==> src/rtl/regmap_pkg.sv <==
package regmap_pkg;

  typedef enum logic [1:0] {
    K_DELAY = 2'd0,
    K_DRAIN = 2'd1,
    K_STACK = 2'd2,
    K_RING  = 2'd3
  } skind_e;

  // depth setting to effective depth: 0 or over the limit means the limit
  function automatic int clamp_depth(input int cfg, input int maxd);
    return (cfg == 0 || cfg > maxd) ? maxd : cfg;
  endfunction

  // pointer increment wrapping at the configured depth
  function automatic int wrap_next(input int p, input int d);
    return (p + 1 >= d) ? 0 : p + 1;
  endfunction

endpackage

==> src/rtl/regmap_rf.sv <==
module regmap_rf #(
  parameter int DW    = 32,
  parameter int NSPEC = 16,
  localparam int SW   = $clog2(NSPEC)
) (
  input  logic          clk,
  input  logic          rst_n,
  input  logic [SW-1:0] ra0,
  output logic [DW-1:0] rd0,
  input  logic [SW-1:0] ra1,
  output logic [DW-1:0] rd1,
  input  logic          we,
  input  logic [SW-1:0] wa,
  input  logic [DW-1:0] wd
);
  logic [DW-1:0] regs [NSPEC];

  assign rd0 = regs[ra0];
  assign rd1 = regs[ra1];

  always_ff @(posedge clk) begin
    if (!rst_n) begin
      for (int i = 0; i < NSPEC; i++) regs[i] <= '0;
    end else if (we) begin
      regs[wa] <= wd;
    end
  end
endmodule

==> src/rtl/regmap_table.sv <==
module regmap_table #(
  parameter int NSPEC = 16,
  parameter int NSTR  = 5,
  localparam int SW   = $clog2(NSPEC),
  localparam int TW   = $clog2(NSTR + 1)
) (
  input  logic                      clk,
  input  logic                      rst_n,
  input  logic                      cmd_valid,
  input  logic                      cmd_unmap,
  input  logic [SW-1:0]             cmd_spec,
  input  logic [TW-1:0]             cmd_tgt,
  output logic [NSPEC-1:0]          ent_vld,
  output logic [NSPEC-1:0][TW-1:0]  ent_tgt,
  output logic                      accept_map,
  output logic [NSTR-1:0]           init_vec,
  output logic                      err
);
  logic [NSTR-1:0] own_vld;
  logic [SW-1:0]   own_spec [NSTR];
  logic            tgt_ok, busy, accept_unmap, reject;
  logic [NSTR-1:0] free_vec;
  logic            cur_vld;
  logic [TW-1:0]   cur_tgt;

  assign cur_vld = ent_vld[cmd_spec];
  assign cur_tgt = ent_tgt[cmd_spec];
  assign tgt_ok  = (cmd_tgt != '0) && (int'(cmd_tgt) <= NSTR);

  always_comb begin
    busy = 1'b0;
    for (int s = 0; s < NSTR; s++)
      if (cmd_tgt == TW'(s + 1) && own_vld[s] && own_spec[s] != cmd_spec) busy = 1'b1;
  end

  assign accept_map   = cmd_valid && !cmd_unmap && tgt_ok && !busy;
  assign accept_unmap = cmd_valid && cmd_unmap;
  assign reject       = cmd_valid && !cmd_unmap && !accept_map;

  always_comb begin
    for (int s = 0; s < NSTR; s++) begin
      init_vec[s] = accept_map && cmd_tgt == TW'(s + 1);
      free_vec[s] = cur_vld && cur_tgt == TW'(s + 1) &&
                    (accept_unmap || (accept_map && cmd_tgt != cur_tgt));
    end
  end

  always_ff @(posedge clk) begin
    if (!rst_n) begin
      ent_vld <= '0;
      ent_tgt <= '0;
      own_vld <= '0;
      err     <= 1'b0;
      for (int s = 0; s < NSTR; s++) own_spec[s] <= '0;
    end else begin
      err <= reject;
      if (accept_map) begin
        ent_vld[cmd_spec] <= 1'b1;
        ent_tgt[cmd_spec] <= cmd_tgt;
      end else if (accept_unmap) begin
        ent_vld[cmd_spec] <= 1'b0;
      end
      for (int s = 0; s < NSTR; s++) begin
        if (init_vec[s]) begin
          own_vld[s]  <= 1'b1;
          own_spec[s] <= cmd_spec;
        end else if (free_vec[s]) begin
          own_vld[s] <= 1'b0;
        end
      end
    end
  end
endmodule

==> src/rtl/regmap_struct.sv <==
module regmap_struct
  import regmap_pkg::*;
#(
  parameter skind_e KIND = K_DRAIN,
  parameter int     DW   = 32,
  parameter int     MAXD = 8,
  localparam int    PW   = $clog2(MAXD),
  localparam int    CW   = $clog2(MAXD + 1)
) (
  input  logic          clk,
  input  logic          rst_n,
  input  logic          init,
  input  logic [CW-1:0] init_depth,
  input  logic          rd_en,
  output logic [DW-1:0] rd_data,
  input  logic          wr_en,
  input  logic [DW-1:0] wr_data,
  output logic          unf_ev,
  output logic          ovf_ev,
  output logic          unf_flag,
  output logic          ovf_flag
);
  logic [DW-1:0] mem [MAXD];
  logic [CW-1:0] depth, cnt;
  logic [PW-1:0] rptr, wptr, top_idx;
  logic          full, empty, pop, push;

  assign full    = (cnt == depth);
  assign empty   = (cnt == '0);
  assign top_idx = PW'(cnt - CW'(1));

  always_comb begin
    rd_data = '0;
    pop     = 1'b0;
    push    = 1'b0;
    unf_ev  = 1'b0;
    ovf_ev  = 1'b0;
    case (KIND)
      K_DELAY: begin
        if (full) rd_data = mem[wptr];
        unf_ev = rd_en && !full;
        push   = wr_en;
      end
      K_DRAIN: begin
        if (!empty) rd_data = mem[rptr];
        pop    = rd_en && !empty;
        unf_ev = rd_en && empty;
        push   = wr_en && (!full || pop);
        ovf_ev = wr_en && !push;
      end
      K_STACK: begin
        if (!empty) rd_data = mem[top_idx];
        pop    = rd_en && !empty;
        unf_ev = rd_en && empty;
        push   = wr_en && (!full || pop);
        ovf_ev = wr_en && !push;
      end
      default: begin
        rd_data = mem[rptr];
        pop     = rd_en;
        push    = wr_en;
      end
    endcase
  end

  always_ff @(posedge clk) begin
    if (!rst_n) begin
      for (int i = 0; i < MAXD; i++) mem[i] <= '0;
      depth    <= CW'(MAXD);
      cnt      <= '0;
      rptr     <= '0;
      wptr     <= '0;
      unf_flag <= 1'b0;
      ovf_flag <= 1'b0;
    end else if (init) begin
      depth    <= init_depth;
      cnt      <= '0;
      rptr     <= '0;
      wptr     <= '0;
      unf_flag <= 1'b0;
      ovf_flag <= 1'b0;
    end else begin
      if (unf_ev) unf_flag <= 1'b1;
      if (ovf_ev) ovf_flag <= 1'b1;
      case (KIND)
        K_DELAY: begin
          if (push) begin
            mem[wptr] <= wr_data;
            wptr      <= PW'(wrap_next(int'(wptr), int'(depth)));
            if (!full) cnt <= cnt + CW'(1);
          end
        end
        K_DRAIN: begin
          if (pop) rptr <= PW'(wrap_next(int'(rptr), int'(depth)));
          if (push) begin
            mem[wptr] <= wr_data;
            wptr      <= PW'(wrap_next(int'(wptr), int'(depth)));
          end
          cnt <= cnt + CW'(push) - CW'(pop);
        end
        K_STACK: begin
          if (push) begin
            if (pop) mem[top_idx] <= wr_data;
            else     mem[cnt[PW-1:0]] <= wr_data;
          end
          cnt <= cnt + CW'(push) - CW'(pop);
        end
        default: begin
          if (push) begin
            mem[wptr] <= wr_data;
            wptr      <= PW'(wrap_next(int'(wptr), int'(depth)));
          end
          if (pop) rptr <= PW'(wrap_next(int'(rptr), int'(depth)));
        end
      endcase
    end
  end
endmodule

==> src/rtl/regmap_unit.sv <==
module regmap_unit
  import regmap_pkg::*;
#(
  parameter int DW       = 32,
  parameter int NSPEC    = 16,
  parameter int NSTR     = 5,
  parameter int MAXD     = 8,
  parameter bit S4_STACK = 1'b0,
  localparam int SW      = $clog2(NSPEC),
  localparam int TW      = $clog2(NSTR + 1),
  localparam int CW      = $clog2(MAXD + 1)
) (
  input  logic            clk,
  input  logic            rst_n,
  input  logic            rd0_en,
  input  logic [SW-1:0]   rd0_spec,
  output logic [DW-1:0]   rd0_data,
  input  logic            rd1_en,
  input  logic [SW-1:0]   rd1_spec,
  output logic [DW-1:0]   rd1_data,
  input  logic            wr_en,
  input  logic [SW-1:0]   wr_spec,
  input  logic [DW-1:0]   wr_data,
  input  logic            map_valid,
  input  logic            map_unmap,
  input  logic [SW-1:0]   map_spec,
  input  logic [CW-1:0]   map_cfg,
  input  logic [TW-1:0]   map_target,
  output logic            map_err,
  output logic [NSTR-1:0] underflow,
  output logic [NSTR-1:0] overflow
);
  logic [NSPEC-1:0]         ent_vld;
  logic [NSPEC-1:0][TW-1:0] ent_tgt;
  logic                     map_accept;
  logic [NSTR-1:0]          init_vec;
  logic [CW-1:0]            map_depth;

  logic          rd0_hit, rd1_hit, wr_hit;
  logic [TW-1:0] rd0_tgt, rd1_tgt, wr_tgt;
  logic [DW-1:0] rf_rd0, rf_rd1, s0_val, s1_val;
  logic          rf_we;

  logic [NSTR-1:0] s_rd, s_wr, s_unf_ev, s_ovf_ev;
  logic [DW-1:0]   s_data [NSTR];

  assign map_depth = CW'(clamp_depth(int'(map_cfg), MAXD));

  regmap_table #(.NSPEC(NSPEC), .NSTR(NSTR)) u_table (
    .clk(clk), .rst_n(rst_n),
    .cmd_valid(map_valid), .cmd_unmap(map_unmap),
    .cmd_spec(map_spec), .cmd_tgt(map_target),
    .ent_vld(ent_vld), .ent_tgt(ent_tgt),
    .accept_map(map_accept), .init_vec(init_vec), .err(map_err)
  );

  assign rd0_hit = ent_vld[rd0_spec];
  assign rd1_hit = ent_vld[rd1_spec];
  assign wr_hit  = ent_vld[wr_spec];
  assign rd0_tgt = ent_tgt[rd0_spec];
  assign rd1_tgt = ent_tgt[rd1_spec];
  assign wr_tgt  = ent_tgt[wr_spec];
  assign rf_we   = wr_en && !wr_hit;

  regmap_rf #(.DW(DW), .NSPEC(NSPEC)) u_rf (
    .clk(clk), .rst_n(rst_n),
    .ra0(rd0_spec), .rd0(rf_rd0),
    .ra1(rd1_spec), .rd1(rf_rd1),
    .we(rf_we), .wa(wr_spec), .wd(wr_data)
  );

  // steering of each port to its structure; a dual read counts once
  always_comb begin
    for (int s = 0; s < NSTR; s++) begin
      s_rd[s] = (rd0_en && rd0_hit && rd0_tgt == TW'(s + 1)) ||
                (rd1_en && rd1_hit && rd1_tgt == TW'(s + 1));
      s_wr[s] = wr_en && wr_hit && wr_tgt == TW'(s + 1);
    end
  end

  generate
    for (genvar g = 0; g < NSTR; g++) begin : g_str
      localparam skind_e KSEL = (g == NSTR - 1) ? K_RING :
                                (g == NSTR - 2) ? (S4_STACK ? K_STACK : K_DRAIN) :
                                K_DELAY;
      regmap_struct #(.KIND(KSEL), .DW(DW), .MAXD(MAXD)) u_str (
        .clk(clk), .rst_n(rst_n),
        .init(init_vec[g]), .init_depth(map_depth),
        .rd_en(s_rd[g]), .rd_data(s_data[g]),
        .wr_en(s_wr[g]), .wr_data(wr_data),
        .unf_ev(s_unf_ev[g]), .ovf_ev(s_ovf_ev[g]),
        .unf_flag(underflow[g]), .ovf_flag(overflow[g])
      );
    end
  endgenerate

  always_comb begin
    s0_val = '0;
    s1_val = '0;
    for (int s = 0; s < NSTR; s++) begin
      if (rd0_tgt == TW'(s + 1)) s0_val = s_data[s];
      if (rd1_tgt == TW'(s + 1)) s1_val = s_data[s];
    end
  end

  assign rd0_data = !rd0_en ? '0 : (rd0_hit ? s0_val : rf_rd0);
  assign rd1_data = !rd1_en ? '0 : (rd1_hit ? s1_val : rf_rd1);
endmodule

==> config.mk <==
export PLATFORM = sky130hd
export DESIGN_NAME = regmap_unit
export DESIGN_NICKNAME = d
export VERILOG_FILES = /design/src/rtl/regmap_pkg.sv /design/src/rtl/regmap_rf.sv /design/src/rtl/regmap_table.sv /design/src/rtl/regmap_struct.sv /design/src/rtl/regmap_unit.sv
export SDC_FILE = /design/constraint.sdc
export NUM_CORES = 2
export LEC_CHECK = 0
export CAP_MARGIN = 20
export CORE_MARGIN = 2
export CORE_UTILIZATION = 57
export CTS_CLUSTER_SIZE = 20
export DETAILED_ROUTE_END_ITERATION = 6
export GPL_TIMING_DRIVEN = 0
export PLACE_DENSITY = 0.72
export SYNTH_ARGS = -nofsm -noshare
export SYNTH_HDL_FRONTEND = slang
export SYNTH_SLANG_ARGS = --single-unit
==> constraint.sdc <==
create_clock -name clk -period 7.7 [get_ports clk]
set_input_delay 2.31 -clock clk [delete_from_list [all_inputs] [get_ports clk]]
set_output_delay 2.31 -clock clk [all_outputs]
set_load 0.01 [all_outputs]
Word level (Yosys, flattened, before mapping):

Memory sizes are Yosys's and may differ from the RTL's. A register that Yosys moved wholly into a read port is not among the register bits.
Index checks and enable logic that the tools add are counted.

* input port bits: 62
* bits in latches: 0
* bits in registers: 132
* memories: 7
* logic and storage cells: 360
* output and inout bits: 75
* ROM bits: 0
* memory bits (writable): 1812

* div/mod/pow operators: 0
* shift operators: 0
* magnitude comparators: 14
* bitwise gates (word level): 12
* reduce and logical (&&, ||, !) cells: 100
* multiply operators: 0
* add/subtract/negate cells: 12
* muxes and demuxes: 136
* equal/unequal tests: 35

Memory list
* u_rf.regs: words 16, bits a word 32, read ports 2, clocked after memory_dff 0, wr ports 16, RTL line regmap_rf.sv:16 `logic [DW-1:0] regs [NSPEC];`
* g_str[0].u_str.mem: words 8, bits a word 32, read ports 1, clocked after memory_dff 1, wr ports 8, RTL line regmap_struct.sv:23 `logic [DW-1:0] mem [MAXD];`
* g_str[1].u_str.mem: words 8, bits a word 32, read ports 1, clocked after memory_dff 1, wr ports 8, RTL line regmap_struct.sv:23
* g_str[2].u_str.mem: words 8, bits a word 32, read ports 1, clocked after memory_dff 1, wr ports 8, RTL line regmap_struct.sv:23
* g_str[3].u_str.mem: words 8, bits a word 32, read ports 1, clocked after memory_dff 1, wr ports 8, RTL line regmap_struct.sv:23
* g_str[4].u_str.mem: words 8, bits a word 32, read ports 1, clocked after memory_dff 1, wr ports 8, RTL line regmap_struct.sv:23
* +1 memories

Operators with widths (number)
* 32-bit two-way mux: 24
* 32-bit OR reduction: 6
* 3-bit two-way mux: 27
* 1-bit two-way mux: 65
* 1-bit logical AND: 59
* 3-bit binary-select mux with 4-bit select: 4
* 48-bit bitwise mux: 1
* 16-bit two-way mux: 2
* 3-bit by 2-bit == test with 1-bit output (second input constant): 10
* 3-bit == test (second input constant): 10
* 3-bit by 1-bit adder with 4-bit output (second input constant): 7
* 4-bit >= comparator: 7
* 4-bit two-way mux: 7
* 4-bit by 5-bit < comparator with 1-bit output (second input constant): 4
* 4-bit inequality test: 5
* 16-bit bitwise AND: 1
* 1-bit binary-select mux with 4-bit select: 4
* 4-bit == test: 4
* 16-bit inverter: 1
* 16-bit OR: 1
* 3-bit by 1-bit == test with 1-bit output (second input constant): 5
* 4-bit by 1-bit adder with 4-bit output (second input constant): 3
* 3-bit demux with 4-bit select: 1
* 2-bit nonzero test: 6
* 15 further kinds: 45

Logic depth before layout (Yosys ltp):

* depth after elaboration: 16
* depth in mapped cells: 15
* gate-level depth less buffers: 12

Cells and area by module:

Synthesis repeated with hierarchy kept, for this count alone.

* cell total of the unflattened synthesis: 6792
* area, all modules: 98052.8 um^2

By module, submodules not included
* regmap_rf: instances 1, area each 26546.7 um^2, cells each 1687, sequential area each 15374.7 um^2
* regmap_struct (g_str[2].u_str): instances 1, area each 12408.2 um^2, cells each 791, sequential area each 7987.7 um^2
* regmap_struct (g_str[1].u_str): instances 1, area each 12361.9 um^2, cells each 788, sequential area each 7987.7 um^2
* regmap_struct (g_str[0].u_str): instances 1, area each 12331.8 um^2, cells each 788, sequential area each 7987.7 um^2
* regmap_struct (g_str[3].u_str): instances 1, area each 12223.0 um^2, cells each 892, sequential area each 8067.7 um^2
* regmap_struct (g_str[4].u_str): instances 1, area each 12171.7 um^2, cells each 752, sequential area each 7947.6 um^2
* regmap_unit: instances 1, area each 5474.0 um^2, cells each 670, sequential area each 0.0 um^2
* regmap_table: instances 1, area each 4535.6 um^2, cells each 424, sequential area each 2001.9 um^2

Least setup slack after synthesis:

No wires, ideal clock.

* path type: input to register
* start: input port rd1_spec[0]
* end: memory g_str[3].u_str.mem[5][0], enable pin
* cell stages on the path: 10
* path slack: -0.200 ns
* buffers on the path: 4
* setup time: 0.470 ns
* data arrival time: 7.430 ns
* required time: 7.230 ns
* cells stage by stage: buf_2 buf_2 mux4_2 a22o_1 nor4_4 a211oi_2 or3_1 buf_2 buf_2 o31ai_1

RTL lines
* start, declared: RTL line regmap_unit.sv:19 `input logic [SW-1:0] rd1_spec,`
* end, declared: RTL line regmap_struct.sv:23

Worst setup path in the final report:

* start: input port rd0_spec[3]
* end: output port rd0_data[28]

* cells in the longest elaborated chain, start to end: 10
* elaborated cells on any way between the ends: 17
* those cells by class: eq/ne (5); mux (11); memory (1)

Ends and longest elaborated chain
* start, declared: RTL line regmap_unit.sv:16 `input logic [SW-1:0] rd0_spec,`
* 3-bit binary-select mux with 4-bit select: RTL line regmap_unit.sv:60 `assign rd0_tgt = ent_tgt[rd0_spec];`
* 3-bit two-way mux (not written as such): RTL line regmap_unit.sv:60
* 3-bit by 1-bit == test with 1-bit output: RTL line regmap_unit.sv:101 `if (rd0_tgt == TW'(s + 1)) s0_val = s_data[s];`
* 32-bit two-way mux (5 in a row): RTL line regmap_unit.sv:101
* 32-bit two-way mux (*) (2 in a row): RTL line regmap_unit.sv:106 `assign rd0_data = !rd0_en ? '0 : (rd0_hit ? s0_val : rf_rd0);`
* end, declared: RTL line regmap_unit.sv:17 `output logic [DW-1:0] rd0_data,`

Every way passes the cells marked *; elsewhere a longest branch is shown, timed or not. The select of a mux whose other input is x is not followed.

==> impl_metrics.toml <==
[critical_path]
critPathMaxFanout = 10
worstSetupPathType = "in2out"
crit_buf_inv = 5
r2r-end = "g_str[1].u_str.mem[0][3]"
critPathArrivalTime_ps = 5530
worstRegToRegCells = 9
cp_slowest_cell = "clkbuf_1"
path_depth = 8
cp_slowest_stage_delay_ps = 970
required_ps = 5390
rrSetupSlack_ps = 2380
startpoint_type = "primary input"
r2r_start = "u_table.own_spec[0][11]"
cpLargestDelayFamily = "buffers and inverters"
cp_cell_sequence = "clkdlybuf4s50_1 -> clkbuf_2 -> buf_8 -> clkbuf_1 -> mux4_2 -> o221ai_1 -> a21oi_2 -> dlygate4sd2_1"
critPathCaptureType = "output port"

[logic_synthesis]
synthAdderAreaFrac = 0.005587
synth_mux_area_frac = 0.1908
synthArstFlopShare = 0
synthSimpleGateAreaFrac = 0.1497
synthCells = 6693
yosys_warnings = 0
synth_top_family_by_area = "multiplexers"
ys_ff_latch = 1959
synth_compound_area_frac = 0.03227
synth_edf_count = 1812
netlist_area_um2 = 97640
synth_cell_types = 81
syn_area_per_cell_um2 = 14.59
ys_seq_area_frac = 0.5874
synthFlopType = "edfxtp_1"
synth_xor_xnor_area_share = 0.004933

[floorplanning]
start_util = 0.5749
die_area_um2 = 174600
die_h_um = 417.9
core_area_um2 = 169800
die_w_um = 417.9
std_cell_rows = 151
num_io_pins = 137

[layout]
fill_cells = 11940
syn_to_final_growth_pct = 15.77
final_util = 0.6656
fin_nets = 7260
drive_gt1_frac = 0.2440

[global_routing]
grt_overflow = 0
grt_usage = 0.4403
grt_pass1_wl_um = 518000
grt_max_degree = 33
grt_pass1_vias = 64700
antenna_found_initial = 39

[sta]
tightest_slew_ps = 1303
hold_viol = 0
rsz0062_at_grt = "yes"
setup_violations = 19
relSlewSlack = 0.1316
clock_skew_ps = 46.31
fin_ws_ps = -140.7
period_needed_ps = 7841
finalCritPeriodShare = 1.018
max_freq_mhz = 127.5
hold_ws_ps = 474.1
slew_viol_final = 0

[run_status]
failed_checks = "setup timing"
status = "finished with violations"

[detailed_routing]
ant_nets = 0
drc_errors = 0
first_pass_iters = 6
avgRoutedWirePerCell_um = 39.87
wl_um = 382000
via_per_inst = 6.908
drtIter0Drc = 10790
vias = 66190

[min_path]
min_to = "u_table.own_vld[0]"
hp-start = "u_table.own_vld[0]"
holdPathStages = 2
hold_path_class = "reg2reg"

[cts]
cts.path.max_buffers = 3
cts_made_buffers = 199
path_clk_slew_ps = 60
postCtsHoldBufs = 0
clock_latency_ps = 910
cts.sinks = 1959
root_buffer = "clkbuf_16"
cts_tree = "yes"
h-tree-depth = 4

[placement]
portBuffers = 88
dp_hpwl_um = 280800
gp_congestion = 1.066

[power]
peakVddDrop_mv = 0.3077
cellPowerDensity_nw_per_um2 = 213.9
power_leakage_nw = 38.27

[flow_run]
drv_cap = 0
-- placed cells by master (no fill, tap or decap), types with 28 or more instances in the layout --
cell             instances
a21oi_1                 72
and2_1                1546
buf_1                   37
buf_12                  42
buf_16                  38
buf_2                   47
buf_4                   61
buf_8                   49
clkbuf_1               497
clkbuf_16              205
clkbuf_2                54
clkbuf_4                28
clkbuf_8                32
clkdlybuf4s50_1         32
clkinv_1                30
clkinv_2                31
dfxtp_1                146
diode_2                 47
dlygate4sd2_1           29
edfxtp_1              1812
ha_1                    42
inv_1                   40
mux2_2                  63
mux2i_1                169
mux4_2                 712
nand2_1                164
nand2b_1                35
nand2b_2                35
nand3_1                 40
nor2_1                 308
nor2b_1                 75
nor3_1                  77
nor3_2                  88
o21ai_0                 59
xor2_1                  33
-- worst register-to-register path, delay by kind of cell, from the launching register on --
kind / cells / cell delay, ps
AO/OA/AOI/OAI: 2 / 1270
XOR/XNOR: 1 / 160
buffers and inverters: 2 / 800
flip-flops: 1 / 380
AND/OR/NAND/NOR: 4 / 2430
-- registers in the layout, summed over array words and instances (netlist names), named ones only --
| name | cells |
|---|---|
| g_str.u_str.cnt | 16 |
| g_str.u_str.depth | 20 |
| g_str.u_str.mem | 1280 |
| g_str.u_str.ovf_flag | 1 |
| g_str.u_str.rptr | 6 |
| g_str.u_str.unf_flag | 4 |
| g_str.u_str.wptr | 15 |
| u_rf.regs | 512 |
| u_table.ent_tgt | 48 |
| u_table.err | 1 |
| u_table.own_spec | 20 |
| u_table.own_vld | 5 |
-- kinds of logic (layout without fill, tap and decap cells) --
logic type,count (synthesis),after routing
DFF,1959,1959
AOI/OAI and AO/OA,475,475
adders and majority gates,43,43
xor gates and xnor gates,55,55
and+or+nand+nor,2482,2483
muxes,963,963
other,1,52
buffers and inverters,715,1333
-- routing by layer --
layer | share of wire | up-vias | global-route usage
met2 | 0.43 | 5229 | 0.6387
met4 | 0.10 | 24 | 0.3534
met1 | 0.32 | 33520 | 0.5167
met3 | 0.14 | 1321 | 0.1826
li1 | - | 26100 | -
met5 | 0.00043 | - | 0
-- metrics by stage --
step                      std cells  TNS [ps]  instance area (um2)  power [W]  setup slack [ps]
after floorplan                6697     -5223                97660    0.01333            -81.61
after global placement         9003  -2618460               101300    0.01428             -4199
after detailed placement       9132   -205000               104200    0.01445             -2939
after CTS                      9518    -7.553               112500    0.02395            -6.820
after global routing           9541    -56.40               112900    0.02449            -36.08
final                          9581    -826.0               113000    0.02418            -140.7
-- worst max path at each step --
stage	to	slack, ps	from
floorplan	g_str[3].u_str.mem[6][0]	-80	rd1_spec[0]
global placement	g_str[3].u_str.mem[6][4]	-4200	rd1_spec[1]
detailed placement	rd0_data[3]	-2940	rd0_spec[1]
CTS	rd0_data[3]	-7	rd0_spec[0]
global route	rd1_data[6]	-40	flop
finish	rd0_data[28]	-140	rd0_spec[3]
-- cells in the mapped netlist (33+ instances only) --
cell type	count	area, um2
a21oi_1	119	595.6
a22oi_1	35	262.8
and2_1	1547	9678
buf_1	74	277.8
clkbuf_1	553	2076
dfxtp_1	147	2943
edfxtp_1	1812	54410
ha_1	42	525.5
inv_1	40	150.1
mux2_2	63	709.4
mux2i_1	188	1882
mux4_2	712	16040
nand2_1	168	630.6
nand2b_1	70	437.9
nand3_1	41	205.2
nor2_1	311	1167
nor2b_1	79	494.2
nor3_1	85	425.4
nor3_2	81	810.8
o21ai_0	108	540.5
xor2_1	33	289.0
-- power breakdown --
part	internal [W]	total [W]	switching [W]	leakage, nW
clock	0.00541	0.00975	0.00433	3.11
sequential	0.0121	0.0122	0.000173	18.8
combinational	0.000766	0.00220	0.00144	16.3
-- cell type report --
type                       count  area, um2  area share
buffer                       668       3346     0.02960
clock inverter                97       1001    0.008854
antenna                       47      117.6    0.001040
inverter                      42      160.2    0.001417
timing repair buffer         261       3701     0.03274
sequential                  1959      57360      0.5074
clock buffer                 265       5380     0.04759
multi-input combinational   4024      39210      0.3469
tap                         2218       2775     0.02455
-- repair_timing --
action | in CTS | in global routing
cloned | 1 | 2
setup buffers | 27 | 5
setup endpoints to repair | 64 | 51
gates resized for setup | 598 | 89
pin swaps | 64 | 11
(Power assumes the default switching activity.)
